**src/rtl/psc_pkg.sv**
```systemverilog
package psc_pkg;

    typedef enum logic [2:0] {
        ST_IDLE     = 3'd0,
        ST_RD_ACC   = 3'd1,
        ST_RD_HOLD  = 3'd2,
        ST_WR_SET   = 3'd3,
        ST_WR_PULSE = 3'd4,
        ST_WR_REC   = 3'd5
    } psc_state_e;

    function automatic int unsigned psc_max(input int unsigned a, input int unsigned b);
        return (a > b) ? a : b;
    endfunction

endpackage

```
**src/rtl/psc_timer.sv**
```systemverilog
module psc_timer #(
    parameter int unsigned CNT_W = 4
) (
    input  logic             clk,
    input  logic             rst_n,
    input  logic             load,
    input  logic [CNT_W-1:0] load_val,
    output logic             expired
);

    logic [CNT_W-1:0] cnt_q;

    always_ff @(posedge clk or negedge rst_n) begin
        if (!rst_n)
            cnt_q <= '0;
        else if (load)
            cnt_q <= load_val;
        else if (cnt_q != '0)
            cnt_q <= cnt_q - CNT_W'(1);
    end

    assign expired = (cnt_q == '0);

endmodule

```
**src/rtl/psc_gap_guard.sv**
```systemverilog
module psc_gap_guard #(
    parameter int unsigned CPH_CYC  = 2,
    parameter int unsigned TURN_CYC = 3
) (
    input  logic clk,
    input  logic rst_n,
    input  logic ce_n,
    input  logic accept,
    input  logic req_write,
    output logic gap_ok
);

    localparam int unsigned CW = $clog2(TURN_CYC + 1) + 1;

    logic [CW-1:0] hi_cnt_q;
    logic          last_rd_q;
    logic [CW-1:0] need;

    // cycles chip enable has been high, saturating at the longest rule
    always_ff @(posedge clk or negedge rst_n) begin
        if (!rst_n)
            hi_cnt_q <= CW'(TURN_CYC);
        else if (!ce_n)
            hi_cnt_q <= '0;
        else if (hi_cnt_q < CW'(TURN_CYC))
            hi_cnt_q <= hi_cnt_q + CW'(1);
    end

    always_ff @(posedge clk or negedge rst_n) begin
        if (!rst_n)
            last_rd_q <= 1'b0;
        else if (accept)
            last_rd_q <= !req_write;
    end

    assign need   = (last_rd_q && req_write) ? CW'(TURN_CYC) : CW'(CPH_CYC);
    assign gap_ok = (hi_cnt_q >= need);

    assert_ce_gap_R7: assert property (@(posedge clk) disable iff (!rst_n)
        $fell(ce_n) |-> ($past(hi_cnt_q) >= CW'(CPH_CYC)));

    assert_turnaround_R8: assert property (@(posedge clk) disable iff (!rst_n)
        ($fell(ce_n) && $past(req_write) && $past(last_rd_q)) |-> ($past(hi_cnt_q) >= CW'(TURN_CYC)));

endmodule

```
**src/rtl/psc_fsm.sv**
```systemverilog
module psc_fsm
    import psc_pkg::*;
#(
    parameter int unsigned CNT_W    = 4,
    parameter int unsigned ACC_CYC  = 9,
    parameter int unsigned RDH_CYC  = 1,
    parameter int unsigned WP_CYC   = 10,
    parameter int unsigned WREC_CYC = 2
) (
    input  logic             clk,
    input  logic             rst_n,
    input  logic             accept,
    input  logic             req_write,
    input  logic             tmr_expired,
    output logic             tmr_load,
    output logic [CNT_W-1:0] tmr_val,
    output logic             idle,
    output logic             ce_n,
    output logic             oe_n,
    output logic             we_n,
    output logic             be_act,
    output logic             drive_en,
    output logic             capture
);

    psc_state_e state_q, state_d;

    always_ff @(posedge clk or negedge rst_n) begin
        if (!rst_n)
            state_q <= ST_IDLE;
        else
            state_q <= state_d;
    end

    always_comb begin
        state_d  = state_q;
        tmr_load = 1'b0;
        tmr_val  = '0;
        unique case (state_q)
            ST_IDLE: begin
                if (accept) begin
                    tmr_load = 1'b1;
                    if (req_write) begin
                        state_d = ST_WR_SET;
                        tmr_val = '0;
                    end else begin
                        state_d = ST_RD_ACC;
                        tmr_val = CNT_W'(ACC_CYC - 1);
                    end
                end
            end
            ST_RD_ACC: begin
                if (tmr_expired) begin
                    state_d  = ST_RD_HOLD;
                    tmr_load = 1'b1;
                    tmr_val  = CNT_W'(RDH_CYC - 1);
                end
            end
            ST_RD_HOLD: begin
                if (tmr_expired)
                    state_d = ST_IDLE;
            end
            ST_WR_SET: begin
                if (tmr_expired) begin
                    state_d  = ST_WR_PULSE;
                    tmr_load = 1'b1;
                    tmr_val  = CNT_W'(WP_CYC - 1);
                end
            end
            ST_WR_PULSE: begin
                if (tmr_expired) begin
                    state_d  = ST_WR_REC;
                    tmr_load = 1'b1;
                    tmr_val  = CNT_W'(WREC_CYC - 1);
                end
            end
            ST_WR_REC: begin
                if (tmr_expired)
                    state_d = ST_IDLE;
            end
            default: state_d = ST_IDLE;
        endcase
    end

    always_comb begin
        idle     = 1'b0;
        ce_n     = 1'b1;
        oe_n     = 1'b1;
        we_n     = 1'b1;
        be_act   = 1'b0;
        drive_en = 1'b0;
        capture  = 1'b0;
        unique case (state_q)
            ST_IDLE: idle = 1'b1;
            ST_RD_ACC: begin
                ce_n    = 1'b0;
                oe_n    = 1'b0;
                be_act  = 1'b1;
                capture = tmr_expired;
            end
            ST_RD_HOLD: ce_n = 1'b0;
            ST_WR_SET:  ce_n = 1'b0;
            ST_WR_PULSE: begin
                ce_n     = 1'b0;
                we_n     = 1'b0;
                be_act   = 1'b1;
                drive_en = 1'b1;
            end
            ST_WR_REC: drive_en = 1'b1;
            default: idle = 1'b0;
        endcase
    end

    assert_wr_oe_high_R9: assert property (@(posedge clk) disable iff (!rst_n)
        $fell(we_n) |-> (oe_n && $past(oe_n)));

    assert_we_inside_ce_R5: assert property (@(posedge clk) disable iff (!rst_n)
        !we_n |-> !ce_n);

    assert_we_ce_rise_R6: assert property (@(posedge clk) disable iff (!rst_n)
        $rose(we_n) |-> $rose(ce_n));

endmodule

```
**src/rtl/psc_datapath.sv**
```systemverilog
module psc_datapath #(
    parameter int unsigned ADDR_W = 20,
    parameter int unsigned DATA_W = 16
) (
    input  logic              clk,
    input  logic              rst_n,
    input  logic              accept,
    input  logic [ADDR_W-1:0] req_addr,
    input  logic [DATA_W-1:0] req_wdata,
    input  logic [1:0]        req_be,
    input  logic              be_act,
    input  logic              drive_en,
    input  logic              capture,
    input  logic [DATA_W-1:0] mem_dq_i,
    output logic [ADDR_W-1:0] mem_addr,
    output logic              mem_ub_n,
    output logic              mem_lb_n,
    output logic [DATA_W-1:0] mem_dq_o,
    output logic              mem_dq_oe,
    output logic              rsp_valid,
    output logic [DATA_W-1:0] rsp_rdata
);

    localparam int unsigned LANES  = 2;
    localparam int unsigned LANE_W = DATA_W / LANES;

    logic [ADDR_W-1:0] addr_q;
    logic [DATA_W-1:0] wdata_q;
    logic [LANES-1:0]  be_q;
    logic [LANES-1:0]  strobe_n;
    logic              valid_q;

    always_ff @(posedge clk or negedge rst_n) begin
        if (!rst_n) begin
            addr_q  <= '0;
            wdata_q <= '0;
            be_q    <= '0;
        end else if (accept) begin
            addr_q  <= req_addr;
            wdata_q <= req_wdata;
            be_q    <= req_be;
        end
    end

    always_ff @(posedge clk or negedge rst_n) begin
        if (!rst_n)
            valid_q <= 1'b0;
        else
            valid_q <= capture;
    end

    for (genvar g = 0; g < LANES; g++) begin : g_lane
        logic [LANE_W-1:0] rd_lane_q;
        always_ff @(posedge clk or negedge rst_n) begin
            if (!rst_n)
                rd_lane_q <= '0;
            else if (capture)
                rd_lane_q <= be_q[g] ? mem_dq_i[g*LANE_W +: LANE_W] : '0;
        end
        assign rsp_rdata[g*LANE_W +: LANE_W] = rd_lane_q;
        assign strobe_n[g] = !(be_act && be_q[g]);
    end

    assign mem_addr  = addr_q;
    assign mem_dq_o  = wdata_q;
    assign mem_dq_oe = drive_en;
    assign mem_lb_n  = strobe_n[0];
    assign mem_ub_n  = strobe_n[1];
    assign rsp_valid = valid_q;

    assert_rvalid_pulse_R2: assert property (@(posedge clk) disable iff (!rst_n)
        rsp_valid |=> !rsp_valid);

    assert_write_hold_R6: assert property (@(posedge clk) disable iff (!rst_n)
        mem_dq_oe |-> ($stable(mem_addr) && $stable(mem_dq_o)));

endmodule

```
**src/rtl/psram_async_ctrl.sv**
```systemverilog
module psram_async_ctrl
    import psc_pkg::*;
#(
    parameter int unsigned ADDR_W    = 20,
    parameter int unsigned DATA_W    = 16,
    parameter int unsigned ACC_CYC   = 9,
    parameter int unsigned CYC_CYC   = 10,
    parameter int unsigned WP_CYC    = 10,
    parameter int unsigned REC_CYC   = 2,
    parameter int unsigned CPH_CYC   = 2,
    parameter int unsigned HZ_CYC    = 3,
    parameter int unsigned CEMAX_CYC = 125
) (
    input  logic              clk,
    input  logic              rst_n,
    input  logic              req_valid,
    output logic              req_ready,
    input  logic              req_write,
    input  logic [ADDR_W-1:0] req_addr,
    input  logic [DATA_W-1:0] req_wdata,
    input  logic [1:0]        req_be,
    output logic              rsp_valid,
    output logic [DATA_W-1:0] rsp_rdata,
    output logic [ADDR_W-1:0] mem_addr,
    output logic              mem_ce_n,
    output logic              mem_oe_n,
    output logic              mem_we_n,
    output logic              mem_ub_n,
    output logic              mem_lb_n,
    output logic [DATA_W-1:0] mem_dq_o,
    output logic              mem_dq_oe,
    input  logic [DATA_W-1:0] mem_dq_i
);

    localparam int unsigned RDH_CYC  = (CYC_CYC > ACC_CYC) ? (CYC_CYC - ACC_CYC) : 1;
    localparam int unsigned WREC_CYC = (CYC_CYC > WP_CYC + 1 + REC_CYC) ? (CYC_CYC - WP_CYC - 1) : REC_CYC;
    localparam int unsigned TURN_CYC = psc_max(CPH_CYC, HZ_CYC);
    localparam int unsigned CNT_MAX  = psc_max(psc_max(ACC_CYC, WP_CYC), psc_max(RDH_CYC, WREC_CYC));
    localparam int unsigned CNT_W    = $clog2(CNT_MAX + 1);
    localparam int unsigned CR_W     = $clog2(CEMAX_CYC + 2);

    logic             accept;
    logic             idle;
    logic             gap_ok;
    logic             tmr_load;
    logic [CNT_W-1:0] tmr_val;
    logic             tmr_expired;
    logic             be_act;
    logic             drive_en;
    logic             capture;
    logic [CR_W-1:0]  ce_run_q;

    assign req_ready = idle && gap_ok;
    assign accept    = req_valid && req_ready;

    psc_fsm #(
        .CNT_W   (CNT_W),
        .ACC_CYC (ACC_CYC),
        .RDH_CYC (RDH_CYC),
        .WP_CYC  (WP_CYC),
        .WREC_CYC(WREC_CYC)
    ) u_fsm (
        .clk        (clk),
        .rst_n      (rst_n),
        .accept     (accept),
        .req_write  (req_write),
        .tmr_expired(tmr_expired),
        .tmr_load   (tmr_load),
        .tmr_val    (tmr_val),
        .idle       (idle),
        .ce_n       (mem_ce_n),
        .oe_n       (mem_oe_n),
        .we_n       (mem_we_n),
        .be_act     (be_act),
        .drive_en   (drive_en),
        .capture    (capture)
    );

    psc_timer #(
        .CNT_W(CNT_W)
    ) u_timer (
        .clk     (clk),
        .rst_n   (rst_n),
        .load    (tmr_load),
        .load_val(tmr_val),
        .expired (tmr_expired)
    );

    psc_gap_guard #(
        .CPH_CYC (CPH_CYC),
        .TURN_CYC(TURN_CYC)
    ) u_gap (
        .clk      (clk),
        .rst_n    (rst_n),
        .ce_n     (mem_ce_n),
        .accept   (accept),
        .req_write(req_write),
        .gap_ok   (gap_ok)
    );

    psc_datapath #(
        .ADDR_W(ADDR_W),
        .DATA_W(DATA_W)
    ) u_dp (
        .clk      (clk),
        .rst_n    (rst_n),
        .accept   (accept),
        .req_addr (req_addr),
        .req_wdata(req_wdata),
        .req_be   (req_be),
        .be_act   (be_act),
        .drive_en (drive_en),
        .capture  (capture),
        .mem_dq_i (mem_dq_i),
        .mem_addr (mem_addr),
        .mem_ub_n (mem_ub_n),
        .mem_lb_n (mem_lb_n),
        .mem_dq_o (mem_dq_o),
        .mem_dq_oe(mem_dq_oe),
        .rsp_valid(rsp_valid),
        .rsp_rdata(rsp_rdata)
    );

    // length of the current chip-enable-low run, saturating one past the cap
    always_ff @(posedge clk or negedge rst_n) begin
        if (!rst_n)
            ce_run_q <= '0;
        else if (mem_ce_n)
            ce_run_q <= '0;
        else if (ce_run_q != CR_W'(CEMAX_CYC + 1))
            ce_run_q <= ce_run_q + CR_W'(1);
    end

    assert_ce_low_cap_R10: assert property (@(posedge clk) disable iff (!rst_n)
        ce_run_q <= CR_W'(CEMAX_CYC));

    assert_single_driver_R8: assert property (@(posedge clk) disable iff (!rst_n)
        mem_dq_oe |-> mem_oe_n);

    assert_ready_idle_R11: assert property (@(posedge clk) disable iff (!rst_n)
        req_ready |-> (mem_ce_n && !mem_dq_oe));

endmodule

```
**config.mk**
```make
export PLATFORM = sky130hd
export DESIGN_NAME = psram_async_ctrl
export DESIGN_NICKNAME = d
export VERILOG_FILES = /design/src/rtl/psc_pkg.sv /design/src/rtl/psc_timer.sv /design/src/rtl/psc_gap_guard.sv /design/src/rtl/psc_fsm.sv /design/src/rtl/psc_datapath.sv /design/src/rtl/psram_async_ctrl.sv
export SDC_FILE = /design/constraint.sdc
export NUM_CORES = 1
export LEC_CHECK = 0
export BUFFER_PORTS_ARGS = -buffer_cell sky130_fd_sc_hd__buf_2
export CAP_MARGIN = 15
export CORE_AREA = 2 2 78 80
export DETAILED_ROUTE_END_ITERATION = 10
export DIE_AREA = 0 0 80 82
export PLACE_DENSITY = 0.87
export SYNTH_ARGS = -nofsm -noshare
export SYNTH_HDL_FRONTEND = slang
export SYNTH_SLANG_ARGS = --single-unit
export TNS_END_PERCENT = 30
```
**constraint.sdc**
```tcl
create_clock -name clk -period 2.9 [get_ports clk]
set_input_delay 0.435 -clock clk [delete_from_list [all_inputs] [get_ports clk]]
set_output_delay 0.435 -clock clk [all_outputs]
set_load 0.005 [all_outputs]
```
==> results of run 1 <==
==> flip-flops by register name (all words and copies together), names as in the netlist <==
name                   flops
u_dp.be_q                  2
u_dp.g_lane.rd_lane_q     16
u_fsm.state_q              3
u_gap.last_rd_q            1
u_timer.cnt_q              4
u_dp.rsp_valid             1
u_dp.mem_addr             20
u_gap.hi_cnt_q             3
u_dp.mem_dq_o             16
==> area by class of cell <==
cell class | count | area (µm²)
Multi-Input combinational cell | 141 | 1050
Tap cell | 75 | 93.8
Sequential cell | 66 | 1650
Clock buffer | 14 | 163
Clock inverter | 2 | 35.0
Timing Repair Buffer | 119 | 613
Fill cell | 470 | 2120
Inverter | 6 | 22.5
==> power by group through the flow <==
stage	registers (µW)	logic, µW	clock network, µW
floorplan	1480	681	0
global placement	1500	1070	0
detailed placement	1520	1120	0
CTS	1510	1120	775
global route	1560	1250	811
finish	1510	1100	755
==> per-stage QoR <==
| step | total power (µW) | hold WS, ns |
|---|---|---|
| after floorplan | 2160 | 0.139 |
| after global placement | 2570 | 0.452 |
| after detailed placement | 2640 | 0.459 |
| after CTS | 3400 | 0.120 |
| after global routing | 3630 | 0.131 |
| final | 3360 | 0.112 |
==> metal layers <==
metal	vias up	part of all wire, %	routed length [µm]	GRT usage [%]
met5	-	0	0	0
met4	0	0.93	55	10.0
met3	8	7.0	414	5.27
met2	82	51	3030	31.4
met1	1028	41	2420	21.6
li1	1013	-	-	-
==> cells by family after synthesis <==
logic type,after synthesis,share of synthesized area [%]
simple gates,62,10.0
compound gates,34,8.98
buf+inv,18,4.31
xor+xnor,3,0.934
flops,66,58.8
fa+ha+maj,4,1.78
mux,38,15.2
==> layout by cell type (no fill, tap or decap), drive strengths merged, types with 3 or more instances in the layout <==
master  netlist  layout
inv           6       6
nand2        38      38
buf          10     119
clkbuf        2      14
nand2b        4       4
mux2         38      38
xnor2         3       3
nor2          6       6
ha            4       4
dfrtp        64      64
o21ai        21      21
a21oi         4       4
==> final timing paths <==
check	cells past startpoint	end	slack (ns)
worst max-delay path	6	u_dp.mem_dq_o[2]	0.28
worst min-delay path	2	u_dp.g_lane[1].rd_lane_q[6]	0.11
min in group clk	2	u_dp.mem_addr[18]	0.34
worst min register to register	2	u_dp.g_lane[0].rd_lane_q[6]	0.47
worst max register to register	6	u_dp.mem_dq_o[2]	0.28
max in group asynchronous	2	u_gap.hi_cnt_q[1]	2.46
==> summary.md, run 1 <==
| Metric | Value |
|---|---|
| Fmax | `382 MHz` |
| Largest net degree at the start of global routing | `67` |
| Leak | `0.00187 µW` |
| CTS buffer count | `9` |
| Antenna Cells | `0` |
| Setup slack after layout | `0.279 ns` |
| Layout cells sized above 1 | `54.0%` |
| Setup CP Type | `reg2reg` |
| Number of H-tree levels | `3` |
| Vias/cell | `5.04` |
| Crit path launch | `u_gap.hi_cnt_q[0]` |
| CTS Hold Buffers Added | `0` |
| Combinational power share | `32.7%` |
| Worst-Margin Slew | `1.06 ns` |
| Top cells by area, synth | `dfrtp_1 57%, mux2_2 14%, nand2_1 5.1%` |
| Setup repair bufs after CTS | `0` |
| Final Net Count | `405` |
| Maximum buffer depth of the clock tree | `2` |
| Startpoint types | `register` |
| DRT Wirelength | `5920 µm` |
| CTS tree | `yes` |
| GRT Overall Usage | `18.6%` |
| DPL Wire Length | `4260 µm` |
| DP Area | `0.00343 mm²` |
| Netlist cell types | `38` |
| Final Hold Viols | `0` |
| Max Slew Vio Count | `0` |
| Crit path cell chain | `inv_1 -> ha_1 -> nand2b_1 -> a21oi_1 -> nor2_4 -> mux2_2` |
| Worst path required time | `3.10 ns` |
| Kind of cell adding the most delay to the critical path | `simple AND/OR/NAND/NOR gates` |
| Clock Sinks | `66` |
| Synth Flop Type | `dfrtp_1` |
| Relative slew slack | `29.1%` |
| Final instance area | `0.00363 mm²` |
| Full die area | `0.00656 mm²` |
| Clock transition at path regs | `0.07 ns` |
| CTS Root Cell | `clkbuf_8` |
| Crit-path slowest cell | `nor2_4` |
| Synthesized area | `0.00282 mm²` |
| Pre-Repair DR Iteration Count | `4` |
| Cell count after synthesis | `225` |
| Crit end category | `register` |
| Largest area contributor in the netlist | `dfrtp_1` |
| Height of the die | `82 µm` |
| # placed instances | `407` |
| Antenna violations before repair | `0` |
| R2r startpoint | `u_gap.hi_cnt_q[0]` |
| Routed Antenna Nets | `0` |
| Min Clock Period, post-route | `2.62 ns` |
| Syn Nets | `287` |
| Register bit total from synthesis | `66` |
| Placer's final routability congestion estimate | `0.897` |
| CP Buf/Inv Count | `1` |
| Ratio of final minimum period to clock period | `90.4%` |
| Utilization after layout | `63.2%` |
| Post-route clock skew | `0.00590 ns` |
| CP max FO | `40` |
| Pre-CTS WS | `0.194 ns` |
| Drt drc | `0` |
| Top-count cell post-synth | `dfrtp_1` |
| Wire length per cell | `14.0 µm` |
| I/O Buffers | `117` |
| Number of synthesized flops with an enable pin | `0` |
| Worst skew pair latency | `0.32 ns` |
| Die Span X | `80 µm` |
| Starting DRC count in detailed routing | `67` |
| Status | `finished, final reports clean` |
| Top cell types by occurrence after synthesis | `64 x dfrtp_1, 38 x nand2_1, 36 x mux2_2` |
| Max IR drop VDD | `0.447 mV` |
| Sw Share | `31.8%` |
| Max-Cap Viols | `0` |
| Yosys top cell area share | `56.9%` |
| Vias | `2131` |
| YS warnings | `0` |
| Sw Pwr | `1070 µW` |
| Setup TNS | `0 ns` |
| Rows | `28` |
| HP Class | `in2async` |
| Endpoints failing setup | `0` |
| Vias in the first global route | `2093` |
| PwrDens | `926 mW/mm²` |
| # IOs | `118` |
| First-pass GRT wire length | `9350 µm` |
| CP arrival | `2.82 ns` |
| Sequential Power Share | `44.8%` |
| Clock group share of total power | `22.5%` |
| Total gr overflow | `0` |
| Area Overhead vs Synth | `28.9%` |
| Register area share after synthesis | `58.8%` |
| RSZ-0062 raised after global routing | `false` |
| Internal Power | `2290 µW` |
| Starting density of the core | `49.0%` |
| Core Area | `0.00575 mm²` |
| Asr flop ratio synth | `100%` |
| CP peak stage delay | `0.86 ns` |
| Post-synthesis area per instance | `12.5 µm²` |
| Cts repair resizes | `0` |
| Fin cells | `423` |
Power figures use the tool's default switching activity.
==> inputs of run 2 (changes only) <==
CORE_AREA = 2 2 79 81   (was 2 2 78 80)
DIE_AREA = 0 0 81 83   (was 0 0 80 82)
SYNTH_HIERARCHICAL = 1   (was default)
==> run 2 against run 1 <==
Against the previous run:
- largest power group unchanged
- sequential share of layout area is 2.0 points lower
- worst hold slack hardly changed
- worst setup slack better by 0.032 ns
- area after synthesis is 4.3% higher
- via count is 1.3% higher
- fmax is 1.2% higher
- wire length is 3.5% higher
==> summary.md, run 2 <==
| Metric | Value |
|---|---|
| Final Hold Viols | `0 (unchanged)` |
| Routed Antenna Nets | `0 (unchanged)` |
| Endpoints failing setup | `0 (unchanged)` |
| Post-synthesis area per instance | `12.5 µm² (+0.26%)` |
| Largest register FFs | `20 (unchanged)` |
| Number of H-tree levels | `3 (unchanged)` |
| I/O Buffers | `117 (unchanged)` |
| DRT Wirelength | `6130 µm (+3.5%)` |
| Vias | `2158 (+1.3%)` |
| HP Class | `in2async` |
| Max IR drop VDD | `0.488 mV (+9.1%)` |
| Synth Area in Compound Gates | `6.22% (-2.8 points)` |
| Mux share of post-synthesis cell area | `18.9% (+3.7 points)` |
| Area Overhead vs Synth | `29.3%` |
| Rows | `28 (unchanged)` |
| First-pass GRT wire length | `9740 µm (+4.1%)` |
| Top cell types by occurrence after synthesis | `64 x dfrtp_1, 22 x inv_1, 20 x mux2_4, 20 x o21ai_0, 19 x mux2_2` |
| Height of the die | `83 µm (+1.2%)` |
| Top-count cell post-synth | `dfrtp_1` |
| YS warnings | `6 (+6)` |
| Fmax | `386 MHz (+1.2%)` |
| Starting density of the core | `50.5% (+1.5 points)` |
| Top cells by area, synth | `dfrtp_1 55%, mux2_4 10%, mux2_2 7.3%` |
| Setup repair bufs after CTS | `0 (unchanged)` |
| CTS buffer count | `9 (unchanged)` |
| Yosys top cell area share | `54.6% (-2.3 points)` |
| DPL Wire Length | `4530 µm (+6.5%)` |
| Clock Sinks | `66 (unchanged)` |
| Final Net Count | `415 (+2.5%)` |
| Core Area | `0.00582 mm² (+1.2%)` |
| CP arrival | `2.79 ns (-0.03 ns)` |
| WHS | `0.111 ns (-0.000374 ns)` |
| CTS Root Cell | `clkbuf_8` |
| CP Buf/Inv Count | `1 (unchanged)` |
| Post-synthesis simple-gate area fraction | `10.2% (+0.14 points)` |
| Wire length per cell | `14.1 µm (+0.90%)` |
| Worst skew pair latency | `0.33 ns (about the same)` |
| CTS tree | `yes` |
| Antenna Cells | `0 (unchanged)` |
| Synthesized area | `0.00294 mm² (+4.3%)` |
| Starting DRC count in detailed routing | `48 (-28%)` |
| Status | `finished, final reports clean` |
| Adder-cell share of the synthesized area | `1.28% (-0.50 points)` |
| Kind of cell adding the most delay to the critical path | `simple AND/OR/NAND/NOR gates` |
| Antenna violations before repair | `0 (unchanged)` |
| Largest family of logic cells by synthesized area | `multiplexers` |
| Vias/cell | `4.97 (-1.3%)` |
| Clock transition at path regs | `0.07 ns (about the same)` |
| Cts repair resizes | `0 (unchanged)` |
| Max-Cap Viols | `0 (unchanged)` |
| CTS Hold Buffers Added | `0 (unchanged)` |
| CP peak stage delay | `0.56 ns (-0.30 ns)` |
| RSZ-0062 raised after global routing | `false` |
| Relative slew slack | `63.1% (+34 points)` |
| Largest area contributor in the netlist | `dfrtp_1` |
| Layout cells sized above 1 | `51.3% (-2.8 points)` |
| Die Span X | `81 µm (+1.3%)` |
| Maximum buffer depth of the clock tree | `2 (unchanged)` |
| Max Slew Vio Count | `0 (unchanged)` |
| Netlist cell types | `41 (+7.9%)` |
| Crit-path slowest cell | `dfstp_2` |
| Worst-Margin Slew | `0.551 ns (-0.510 ns)` |
| Pre-Repair DR Iteration Count | `4 (unchanged)` |
| # IOs | `118 (unchanged)` |
| Crit end category | `register` |
| Largest net degree at the start of global routing | `67 (unchanged)` |
| Register bit total from synthesis | `66 (unchanged)` |
| Asr flop ratio synth | `100% (unchanged)` |
| GRT Overall Usage | `18.5% (-0.14 points)` |
| Startpoint types | `register` |
| Register area share after synthesis | `56.4% (-2.4 points)` |
| CP max FO | `8 (-80%)` |
| Min Clock Period, post-route | `2.59 ns (-0.0322 ns)` |
| # placed instances | `418 (+2.7%)` |
| Commonest cells after routing, fill and taps aside | `117 x buf_2, 64 x dfrtp_1, 22 x inv_1` |
| Setup CP Type | `reg2reg` |
| PwrDens | `951 mW/mm² (+2.6%)` |
| Commonest non-fill, non-tap cell in the layout | `buf_2` |
| Leak | `0.00204 µW (+8.9%)` |
| Placer's final routability congestion estimate | `0.763 (-15%)` |
| Crit path cell chain | `inv_1 -> ha_1 -> nand2b_1 -> a21o_2 -> and3_2 -> or4b_1 -> o211ai_1 -> nor3_1 -> a221o_1` |
| Synth Flop Type | `dfrtp_1` |
| Drt drc | `0 (unchanged)` |
| Total gr overflow | `0 (unchanged)` |
| Cell count after synthesis | `234 (+4.0%)` |
| Post-route clock skew | `0.00707 ns (+0.00117 ns)` |
| Setup TNS | `0 ns (unchanged)` |
| Worst path required time | `3.10 ns (about the same)` |
| Vias in the first global route | `2186 (+4.4%)` |
| Synth Area in XOR/XNOR | `0.597% (-0.34 points)` |
| Number of synthesized flops with an enable pin | `0 (unchanged)` |
| Fin cells | `434 (+2.6%)` |
| Ratio of final minimum period to clock period | `89.3% (-1.1 points)` |
| Full die area | `0.00672 mm² (+2.5%)` |
==> run 2: cell types whose count changed after synthesis, sizes merged, moves of 2 or more <==
cell | before | now
or3b | 1 | 3
o221ai | 2 | 0
nand3 | 1 | 17
clkbuf | 2 | 4
inv | 6 | 22
or4b | 0 | 2
buf | 10 | 12
mux2i | 0 | 4
nor2 | 6 | 2
nand2 | 38 | 6
nor3 | 2 | 4
==> run 2: cell type report <==
class	count	area [µm²]
fill	473	2020
timing repair buffer	124	651
multi-input combinational	131	1100
tap	75	93.8
clock buffer	11	131
sequential	66	1650
clock inverter	5	78.8
inverter	22	82.6
==> run 2: worst register-to-register path: cells and delay by family (launching register included) <==
family,cells,cell delay (ns)
AOI/OAI and AO/OA,3,0.75
adders and majority gates,1,0.26
and+or+nand+nor,4,0.84
DFF,1,0.56
buffers and inverters,1,0.06
==> run 2: metal layers <==
metal  up-vias  routed length [µm]  track usage, %
li1       1037                   -               -
met1      1022                2610            22.1
met2        93                2930            31.2
met3         6                 519            5.43
met4         0                  69            6.78
met5         -                   0               0
==> run 2: path summary, 6_finish.rpt <==
path | to | startpoint | cells past startpoint | slack [ns]
min in group clk | u_dp/mem_dq_o[15] | req_wdata[15] | 2 | 0.34
min reg2reg | u_dp/mem_addr[15] | u_dp/mem_addr[15] | 1 | 0.50
max reg2reg | u_timer/cnt_q[3] | u_gap/hi_cnt_q[0] | 9 | 0.31
max in group asynchronous | u_gap/hi_cnt_q[0] | rst_n | 2 | 2.47
max | u_timer/cnt_q[3] | u_gap/hi_cnt_q[0] | 9 | 0.31
min | u_dp/g_lane[0].rd_lane_q[6] | rst_n | 2 | 0.11
==> run 2: report_power, final <==
part	switching (µW)	leakage, µW	internal [µW]
logic	549	0.00104	702
clock network	318	0.000107	483
registers	254	0.000887	1300
total	1120	0.00204	2490
==> run 2: kinds of logic after synthesis <==
family,Yosys count
buf+inv,38
xor+xnor,2
simple gates,49
compound gates,32
mux,43
flops,66
fa+ha+maj,3
other cells,1
==> run 2: stage by stage <==
step / instance area (µm²) / setup WS, ns / power (µW) / util [%]
after global placement: 3590 / 0.311 / 2750 / 61.7
after floorplan: 2940 / 0.327 / 2270 / -
after detailed placement: 3590 / 0.251 / 2840 / 61.7
after global routing: 3800 / 0.143 / 3890 / 65.3
final: 3800 / 0.311 / 3610 / 65.3
after CTS: 3800 / 0.297 / 3660 / 65.3
==> inputs of run 3 (changes only) <==
CORE_AREA = 2 2 82 84   (was 2 2 79 81)
DIE_AREA = 0 0 84 86   (was 0 0 81 83)
PLACE_DENSITY = 0.82   (was 0.87)
RECOVER_POWER = 25   (was default)
clock period = 2.69 ns   (was 2.9 ns; I/O delays follow)
==> run 3 against run 2 <==
Against the previous run:
- the run now ends with capacitance limit, slew limit left
- clock power barely moved
- power rose by 6.3%
- sequential share of layout area rose by 0.072 points
- via count fell by 0.51%
- critical path depth did not move
- non-clock buffer count rose by 3
- core utilization fell by 4.9 points
- critical path type unchanged
- largest cell class unchanged
- highest routed layer unchanged
==> summary.md, run 3 (synthesis results as in run 2) <==
| Metric | Value |
|---|---|
| RSZ-0062 raised after global routing | `false` |
| Clock Sinks | `66 (unchanged)` |
| DRT Wirelength | `5970 µm (-2.6%)` |
| HP Start | `req_write` |
| Pre-Repair DR Iteration Count | `4 (unchanged)` |
| CP arrival | `2.76 ns (-0.03 ns)` |
| Height of the die | `86 µm (+3.6%)` |
| Reg-to-Reg End | `u_timer/cnt_q[3]` |
| Hold depth | `2` |
| Antenna violations before repair | `0 (unchanged)` |
| Placer's final routability congestion estimate | `0.726 (-4.8%)` |
| Clock transition at path regs | `0.07 ns (about the same)` |
| Die Span X | `84 µm (+3.7%)` |
| CTS tree | `yes` |
| Relative slew slack | `-21.9% (-85 points)` |
| Final Hold Viols | `0 (unchanged)` |
| Largest net degree at the start of global routing | `36 (-46%)` |
| R2R depth | `9 (unchanged)` |
| CP max FO | `6 (-2)` |
| WHS Endpoint | `u_gap/last_rd_q` |
| Starting density of the core | `46.8% (-3.7 points)` |
| CTS Root Cell | `clkbuf_8` |
| Crit end category | `register` |
| Startpoint types | `register` |
| I/O Buffers | `117 (unchanged)` |
| R2r startpoint | `u_gap/hi_cnt_q[0]` |
| Setup CP Type | `reg2reg` |
| Max-Cap Viols | `1 (+1)` |
| Worst-Margin Slew | `1.83 ns (+1.28 ns)` |
| Final instance area | `0.00379 mm² (-0.16%)` |
| Failing checks | `capacitance limit, slew limit` |
| HP Class | `in2reg` |
| Commonest cells after routing, fill and taps aside | `116 x buf_2, 64 x dfrtp_1, 22 x inv_1` |
| Fin cells | `439 (+1.2%)` |
| Final Net Count | `418 (+0.72%)` |
| PwrDens | `1010 mW/mm² (+6.4%)` |
| Final Power | `3830 µW (+6.3%)` |
| Area Overhead vs Synth | `29.1%` |
| Wire length per cell | `13.6 µm (-3.7%)` |
| Endpoints failing setup | `0 (unchanged)` |
| Worst path required time | `2.90 ns (-0.20 ns)` |
| Min Clock Period, post-route | `2.55 ns (-0.0373 ns)` |
| Full die area | `0.00722 mm² (+7.5%)` |
| Ratio of final minimum period to clock period | `94.8% (+5.6 points)` |
| Worst skew pair latency | `0.32 ns (about the same)` |
| Starting DRC count in detailed routing | `68 (+42%)` |
| Leak | `0.00204 µW (+0.17%)` |
| Total gr overflow | `0 (unchanged)` |
| Drt drc | `0 (unchanged)` |
| Antenna Cells | `0 (unchanged)` |
| Vias/cell | `4.89 (-1.6%)` |
| Post-route clock skew | `0.0108 ns (+0.00373 ns)` |
| GRT Overall Usage | `17.4% (-1.1 points)` |
| Max Slew Vio Count | `36 (+36)` |
| Routed Antenna Nets | `0 (unchanged)` |
| DPL Wire Length | `4340 µm (-4.1%)` |
| # placed instances | `421 (+0.72%)` |
| Setup TNS | `0 ns (unchanged)` |
| Status | `finished, violations left` |
| Commonest non-fill, non-tap cell in the layout | `buf_2` |
| Max IR drop VDD | `0.550 mV (+13%)` |
| Largest register FFs | `20 (unchanged)` |
| Vias in the first global route | `2143 (-2.0%)` |
| Layout cells sized above 1 | `51.7% (+0.40 points)` |
| CTS buffer count | `9 (unchanged)` |
| Maximum buffer depth of the clock tree | `2 (unchanged)` |
| Rows | `29 (+3.6%)` |
| DP Area | `0.00360 mm² (+0.28%)` |
| # IOs | `118 (unchanged)` |
| Vias | `2147 (-0.51%)` |
| Core Area | `0.00628 mm² (+7.9%)` |
| FF-to-FF setup slack | `0.14 ns (-0.17 ns)` |
| Number of H-tree levels | `3 (unchanged)` |
| Fmax | `392 MHz (+1.5%)` |
| First-pass GRT wire length | `10000 µm (+3.1%)` |
| CTS Hold Buffers Added | `0 (unchanged)` |
==> run 3: changes by cell type in the layout (fill, tap and decap cells not counted) <==
cell,delta
clkinv_2,+1
buf_4,+3
clkbuf_2,+1
clkbuf_8,+1
bufinv_16,-1
buf_2,-1
buf_12,-1
==> run 3: how the worst max path moves through the flow <==
stage | cells after the start | start | endpoint | slack [ns]
after floorplan | 10 | u_gap/hi_cnt_q[0] | u_timer/cnt_q[3] | 0.12
after global placement | 10 | req_write | u_timer/cnt_q[3] | 0.13
after detailed placement | 10 | req_write | u_timer/cnt_q[3] | 0.08
after CTS | 9 | u_gap/hi_cnt_q[0] | u_timer/cnt_q[3] | 0.1
after global routing | 9 | u_gap/hi_cnt_q[0] | u_timer/cnt_q[3] | 0.02
final | 9 | u_gap/hi_cnt_q[0] | u_timer/cnt_q[3] | 0.14
==> run 3: cell type report <==
| class | instances | area, µm² |
|---|---|---|
| clock buffer | 11 | 141 |
| clock inverter | 5 | 53.8 |
| fill | 508 | 2490 |
| inverter | 22 | 82.6 |
| multi-input combinational | 131 | 1100 |
| sequential | 66 | 1650 |
| tap | 77 | 96.3 |
| timing repair buffer | 127 | 657 |
==> run 3: repair_timing <==
| item | in CTS | in global routing |
|---|---|---|
| resized for setup | 0 | 0 |
| setup endpoints to repair | 0 | 2 |
| setup buffers | 0 | 2 |
==> run 3: worst max-delay path, stage by stage (launching register included) <==
cell      delay (ns)
dfstp_2         0.57
inv_1           0.06
ha_1            0.26
nand2b_1        0.09
a21o_2          0.12
and3_2          0.17
or4b_1          0.46
o211ai_1        0.25
nor3_1          0.11
a221o_1         0.33
==> run 3: report_power, final <==
part	total, µW	switching (µW)	internal (µW)
Sequential	1660	257	1400
Combinational	1370	593	777
Clock	803	352	450
Total	3830	1200	2630
==> run 3: through the flow <==
step	hold slack, ns	utilization (%)	worst slack [ns]
after floorplan	0.108	-	0.117
after global placement	0.484	57.3	0.126
after detailed placement	0.487	57.3	0.0815
after CTS	0.168	60.4	0.0952
after global routing	0.279	60.4	0.0193
final	0.287	60.4	0.139
==> run 3: layer usage <==
metal	up-vias	track usage [%]	wire length, µm
met5	-	0	0
met4	0	6.45	65
met3	8	4.14	453
met2	91	27.9	2810
li1	1045	-	-
met1	1003	23.3	2640
